<file path="src/rtl/ioPortDecoderPkg.sv">
package ioPortDecoderPkg;
  // Active-high strobes passed from control to datapath
  typedef struct packed {
    logic rdResult;
    logic wrStim;
    logic wrReset;
    logic wrClock;
    logic wrMode;
  } portStrobeT;
endpackage

</file>
<file path="src/rtl/ioDecodeCtrl.sv">
module ioDecodeCtrl
  import ioPortDecoderPkg::*;
#(
  parameter int ADDR_W     = 16,
  parameter int SEL_LO     = 1,
  parameter int SEL_W      = 4,
  parameter int RESULT_PORT = 0,
  parameter int RESET_PORT  = 2,
  parameter int CLOCK_PORT  = 4,
  parameter int MODE_PORT   = 6
) (
  input  logic [ADDR_W-1:0] addr,
  input  logic              memIoN,
  input  logic              rdN,
  input  logic              wrN,
  output portStrobeT        strobe
);
  localparam int NUM_SEL = 1 << SEL_W;
  localparam int RES_IDX = RESULT_PORT >> SEL_LO;
  localparam int RST_IDX = RESET_PORT  >> SEL_LO;
  localparam int CLK_IDX = CLOCK_PORT  >> SEL_LO;
  localparam int MOD_IDX = MODE_PORT   >> SEL_LO;

  logic               ioCycle;
  logic [SEL_W-1:0]   selField;
  logic [NUM_SEL-1:0] decOutN;

  assign ioCycle  = !memIoN && !addr[ADDR_W-1] && !addr[0];
  assign selField = addr[SEL_LO +: SEL_W];

  // 1-of-N decode with active-low outputs
  genvar i;
  generate
    for (i = 0; i < NUM_SEL; i++) begin : gDec
      assign decOutN[i] = !(ioCycle && (selField == SEL_W'(i)));
    end
  endgenerate

  always_comb begin
    strobe.rdResult = !decOutN[RES_IDX] && !rdN;
    strobe.wrStim   = !decOutN[RES_IDX] && !wrN;
    strobe.wrReset  = !decOutN[RST_IDX] && !wrN;
    strobe.wrClock  = !decOutN[CLK_IDX] && !wrN;
    strobe.wrMode   = !decOutN[MOD_IDX] && !wrN;
  end
endmodule

</file>
<file path="src/rtl/ioDecodeData.sv">
module ioDecodeData
  import ioPortDecoderPkg::*;
#(
  parameter int DATA_W = 8,
  parameter int MODE_W = 2
) (
  input  logic              clk,
  input  logic              rstN,
  input  portStrobeT        strobe,
  input  logic [DATA_W-1:0] dataIn,
  input  logic [DATA_W-1:0] resultIn,
  output logic [DATA_W-1:0] dataOut,
  output logic              dataOutEn,
  output logic [DATA_W-1:0] stimVec,
  output logic [MODE_W-1:0] modeBits
);
  always_ff @(posedge clk or negedge rstN) begin
    if (!rstN) begin
      stimVec  <= '0;
      modeBits <= '0;
    end else begin
      if (strobe.wrStim) stimVec  <= dataIn;
      if (strobe.wrMode) modeBits <= dataIn[MODE_W-1:0];
    end
  end

  assign dataOutEn = strobe.rdResult;
  assign dataOut   = strobe.rdResult ? resultIn : '0;
endmodule

</file>
<file path="src/rtl/ioPortDecoder.sv">
module ioPortDecoder
  import ioPortDecoderPkg::*;
#(
  parameter int ADDR_W = 16,
  parameter int DATA_W = 8,
  parameter int MODE_W = 2,
  parameter int SEL_LO = 1,
  parameter int SEL_W  = 4
) (
  input  logic              clk,
  input  logic              rstN,
  input  logic [ADDR_W-1:0] addr,
  input  logic              memIoN,
  input  logic              rdN,
  input  logic              wrN,
  input  logic [DATA_W-1:0] dataIn,
  input  logic [DATA_W-1:0] resultIn,
  output logic [DATA_W-1:0] dataOut,
  output logic              dataOutEn,
  output logic              resultRdN,
  output logic              stimLoadN,
  output logic              regResetN,
  output logic              regClockN,
  output logic              modeLoadN,
  output logic [DATA_W-1:0] stimVec,
  output logic [MODE_W-1:0] modeBits
);
  portStrobeT strobe;

  ioDecodeCtrl #(
    .ADDR_W(ADDR_W), .SEL_LO(SEL_LO), .SEL_W(SEL_W)
  ) u_ctrl (
    .addr(addr), .memIoN(memIoN), .rdN(rdN), .wrN(wrN), .strobe(strobe)
  );

  ioDecodeData #(
    .DATA_W(DATA_W), .MODE_W(MODE_W)
  ) u_data (
    .clk(clk), .rstN(rstN), .strobe(strobe), .dataIn(dataIn),
    .resultIn(resultIn), .dataOut(dataOut), .dataOutEn(dataOutEn),
    .stimVec(stimVec), .modeBits(modeBits)
  );

  assign resultRdN = !strobe.rdResult;
  assign stimLoadN = !strobe.wrStim;
  assign regResetN = !strobe.wrReset;
  assign regClockN = !strobe.wrClock;
  assign modeLoadN = !strobe.wrMode;
endmodule

</file>
<file path="config.mk">
export PLATFORM = sky130hd
export DESIGN_NAME = ioPortDecoder
export DESIGN_NICKNAME = d
export VERILOG_FILES = /design/src/rtl/ioPortDecoderPkg.sv /design/src/rtl/ioDecodeCtrl.sv /design/src/rtl/ioDecodeData.sv /design/src/rtl/ioPortDecoder.sv
export SDC_FILE = /design/constraint.sdc
export NUM_CORES = 1
export LEC_CHECK = 0
export BUFFER_PORTS_ARGS = -buffer_cell sky130_fd_sc_hd__buf_4
export CORE_MARGIN = 5
export CORE_UTILIZATION = 32
export DETAILED_ROUTE_END_ITERATION = 8
export GPL_TIMING_DRIVEN = 0
export PLACE_DENSITY = 0.85
export SLEW_MARGIN = 5
export SYNTH_ARGS = -nofsm -noshare
export SYNTH_HDL_FRONTEND = slang
export SYNTH_SLANG_ARGS = --single-unit
</file>
<file path="constraint.sdc">
create_clock -name clk -period 2.1 [get_ports clk]
set_input_delay 0.42 -clock clk [delete_from_list [all_inputs] [get_ports clk]]
set_output_delay 0.42 -clock clk [all_outputs]
set_load 0.02 [all_outputs]
</file>
==> qor.txt <==
Drt wl/cell = 15.1 um
Die width = 50.7 um
GRT Util Overall = 0.131
Final max-slew violation count = 0
Initial antenna violation count = 0
First-pass GRT wire length = 2630 um
Ant diodes = 0
Total gr overflow = 0
Post-synth ARST share = 1.00
Failing checks = setup timing
Gate power share = 0.274
Row count = 14
Ys flop type = dfrtp_1
CTS sink cnt = 10
Avg Inst Size Synth = 12.9 sq um
Pwr Total = 0.466 mW
Placed Instances = 107
Crit path kind = input pin to primary output
Clk pin slew, worst setup/hold paths = 0.06 ns
R2r worst-path depth = 1
RePlAce Congestion = 0.686
Top cell by count, worst path = buf_6
Die H = 50.7 um
Clk Latency, worst-skew pair = 0.25 ns
Clock root cell = clkbuf_4
Worst Setup SP = addr[3]
Crit start category = input pin
Most frequent cell after synthesis = dfrtp_1
Fmax = 0.474 GHz
Hpwl dp = 1260 um
PnR worst setup slack = -0.00905 ns
Post-route clock period utilization = 1.00
Sw power = 0.116 mW
Cell taking the most area after synthesis = dfrtp_1
Normalized max-slew margin = 0.705
Register bit total from synthesis = 10
Endpoint class of the critical path = primary output
Top Ports = 61
Drt first-iter violations = 6
Area Growth Syn to Fin = 92.2%
Worst path bufs/invs = 2
Syn. warnings = 0
Worst vdd ir = 0.000174 V
Worst Hold Launch = dataIn[3]
Synth area leaders = dfrtp_1 47%, mux2_4 23%, and2_1 9.4%
Share of cells above drive strength 1 = 0.771
DIE AREA = 2570 sq um
Path type of the worst min-delay path = input pin to flop
Clock buffer depth = 2
Synth Instances = 41
Synth top area share = 0.472
Register share of total power = 0.465
Clock power share = 0.261
Final Util = 0.662
Worst path max stage delay = 0.57 ns
TritonCTS Buffers = 3
Hold Path Sink = u_data.stimVec[3]
Power density cells = 457 nW/um^2
Clock tree from TritonCTS = done
Worst slack at placement = -0.155 ns
R2r endpoint = u_data.stimVec[3]
Post-synth EDFFs = 0
Worst path slowest cell = or4_4
Critical Path RT = 1.68 ns
# DRC = 0
Vias in the first global route = 601
Least-Margin Pin Slew = 0.439 ns
Distinct cells, synth = 13
Critical Path AT = 1.69 ns
Status = finished, violations left
Largest net degree at the start of global routing = 11
RSZ-0062 raised after global routing = yes
Nets = 135
Max H-tree Level = 1
Sw Ratio = 0.250
Synth top cells by count = 10 x dfrtp_1, 8 x and2_1, 8 x mux2_4
TritonRoute pass-1 iters = 4
Min Clock Period, post-route = 2.11 ns
Clk_skew = 0 ns
Core area = 1540 sq um
Hold path cells = 2
Vias = 575
PortBufs = 50
CP Max Fanout = 5
Net Count, Synth = 78
Worst-path cell chain = buf_6, or4_4, nor3_4, and2_1, buf_6
Max-Cap Viols = 0
Fin area = 1020 sq um
Final setup violation count = 1
Part of the Yosys area used for sequential elements = 0.472
ANT nets after route = 0
Layout Cells excl Fill = 112
Starting Density = 0.344
Post-synthesis instance area = 531 sq um
Final Routed Wirelength = 1690 um
Critical R2R Launch = u_data.stimVec[3]
Critical path depth = 5
CP delay by family, top = simple AND/OR/NAND/NOR gates
Placed cell area = 946 sq um
P_leak = 0.556 nW
Int Power = 0.349 mW
Final Hold Vio Count = 0
Via/cell ratio = 5.13
R2r setup slk = 1.34 ns
-- through the flow --
stage          setup TNS, ns  hold WS, ns
2_1_floorplan      -0.000349        0.124
3_5_place_dp          -0.863        0.255
6_report            -0.00905        0.392
5_1_grt               -0.206        0.389
3_3_place_gp          -0.659        0.250
4_1_cts               -0.142        0.380
-- worst max path at each step --
stage	to	slack [ns]
after CTS	dataOut[3]	-0.02
after global placement	stimLoadN	-0.15
after global routing	dataOut[0]	-0.08
after floorplan	dataOut[0]	-0.0003
final	dataOut[0]	-0.009
after detailed placement	stimLoadN	-0.15
-- cell usage in the layout, fill, tap and decap left out, types with 2 or more instances in the layout --
cell      netlist  final
buf_4           0     45
dfrtp_1        10     10
mux2_4          8      8
buf_6           1      6
and2_2          0      5
clkbuf_4        0      3
or3_1           2      2
nor3_4          0      2
and2_4          0      2
nor3_1          3      2
nand4b_1        2      2
mux2_2          2      2
-- power by group through the flow --
stage / Sequential, mW / Combinational [mW] / Clock (mW)
after floorplan: 0.240 / 0.0276 / 0
after global placement: 0.220 / 0.119 / 0
after detailed placement: 0.220 / 0.122 / 0
after CTS: 0.217 / 0.126 / 0.129
after global routing: 0.219 / 0.138 / 0.133
final: 0.217 / 0.128 / 0.121
-- kinds of logic (layout without fill, tap and decap cells) --
logic type | Yosys count | count (layout) | synth area share
buffers and inverters | 2 | 56 | 0.0283
flip-flops | 10 | 10 | 0.472
multiplexers | 10 | 10 | 0.269
AND/OR/NAND/NOR | 19 | 20 | 0.231
-- layer usage --
layer,GRT usage,up-vias,share of wire
met3,0.0828,4,0.20
met1,0.150,250,0.39
met4,0.0511,0,0.011
met5,0,-,0
met2,0.194,60,0.40
li1,-,261,-
-- flip-flops by register name, summed over array words and instances, names as in the netlist --
signal and cells:
u_data.modeBits 2, u_data.stimVec 8
-- what timing repair did --
| action | in CTS | in global routing |
|---|---|---|
| gates cloned | 0 | 1 |
| hold endpoints to repair | 10 | 0 |
| hold buffers | 1 | 0 |
| setup buffers | 1 | 0 |
| pin swaps | 2 | 4 |
| setup endpoints to repair | 9 | 10 |
| gates resized for setup | 4 | 6 |
-- layout make-up --
cell class | instances | area [sq um]
Sequential cell | 10 | 250
Fill cell | 122 | 522
Multi-Input combinational cell | 30 | 308
Timing Repair Buffer | 52 | 415
Clock buffer | 3 | 22.5
Tap cell | 16 | 20.0
Inverter | 1 | 3.75
(Power assumes the default switching activity.)
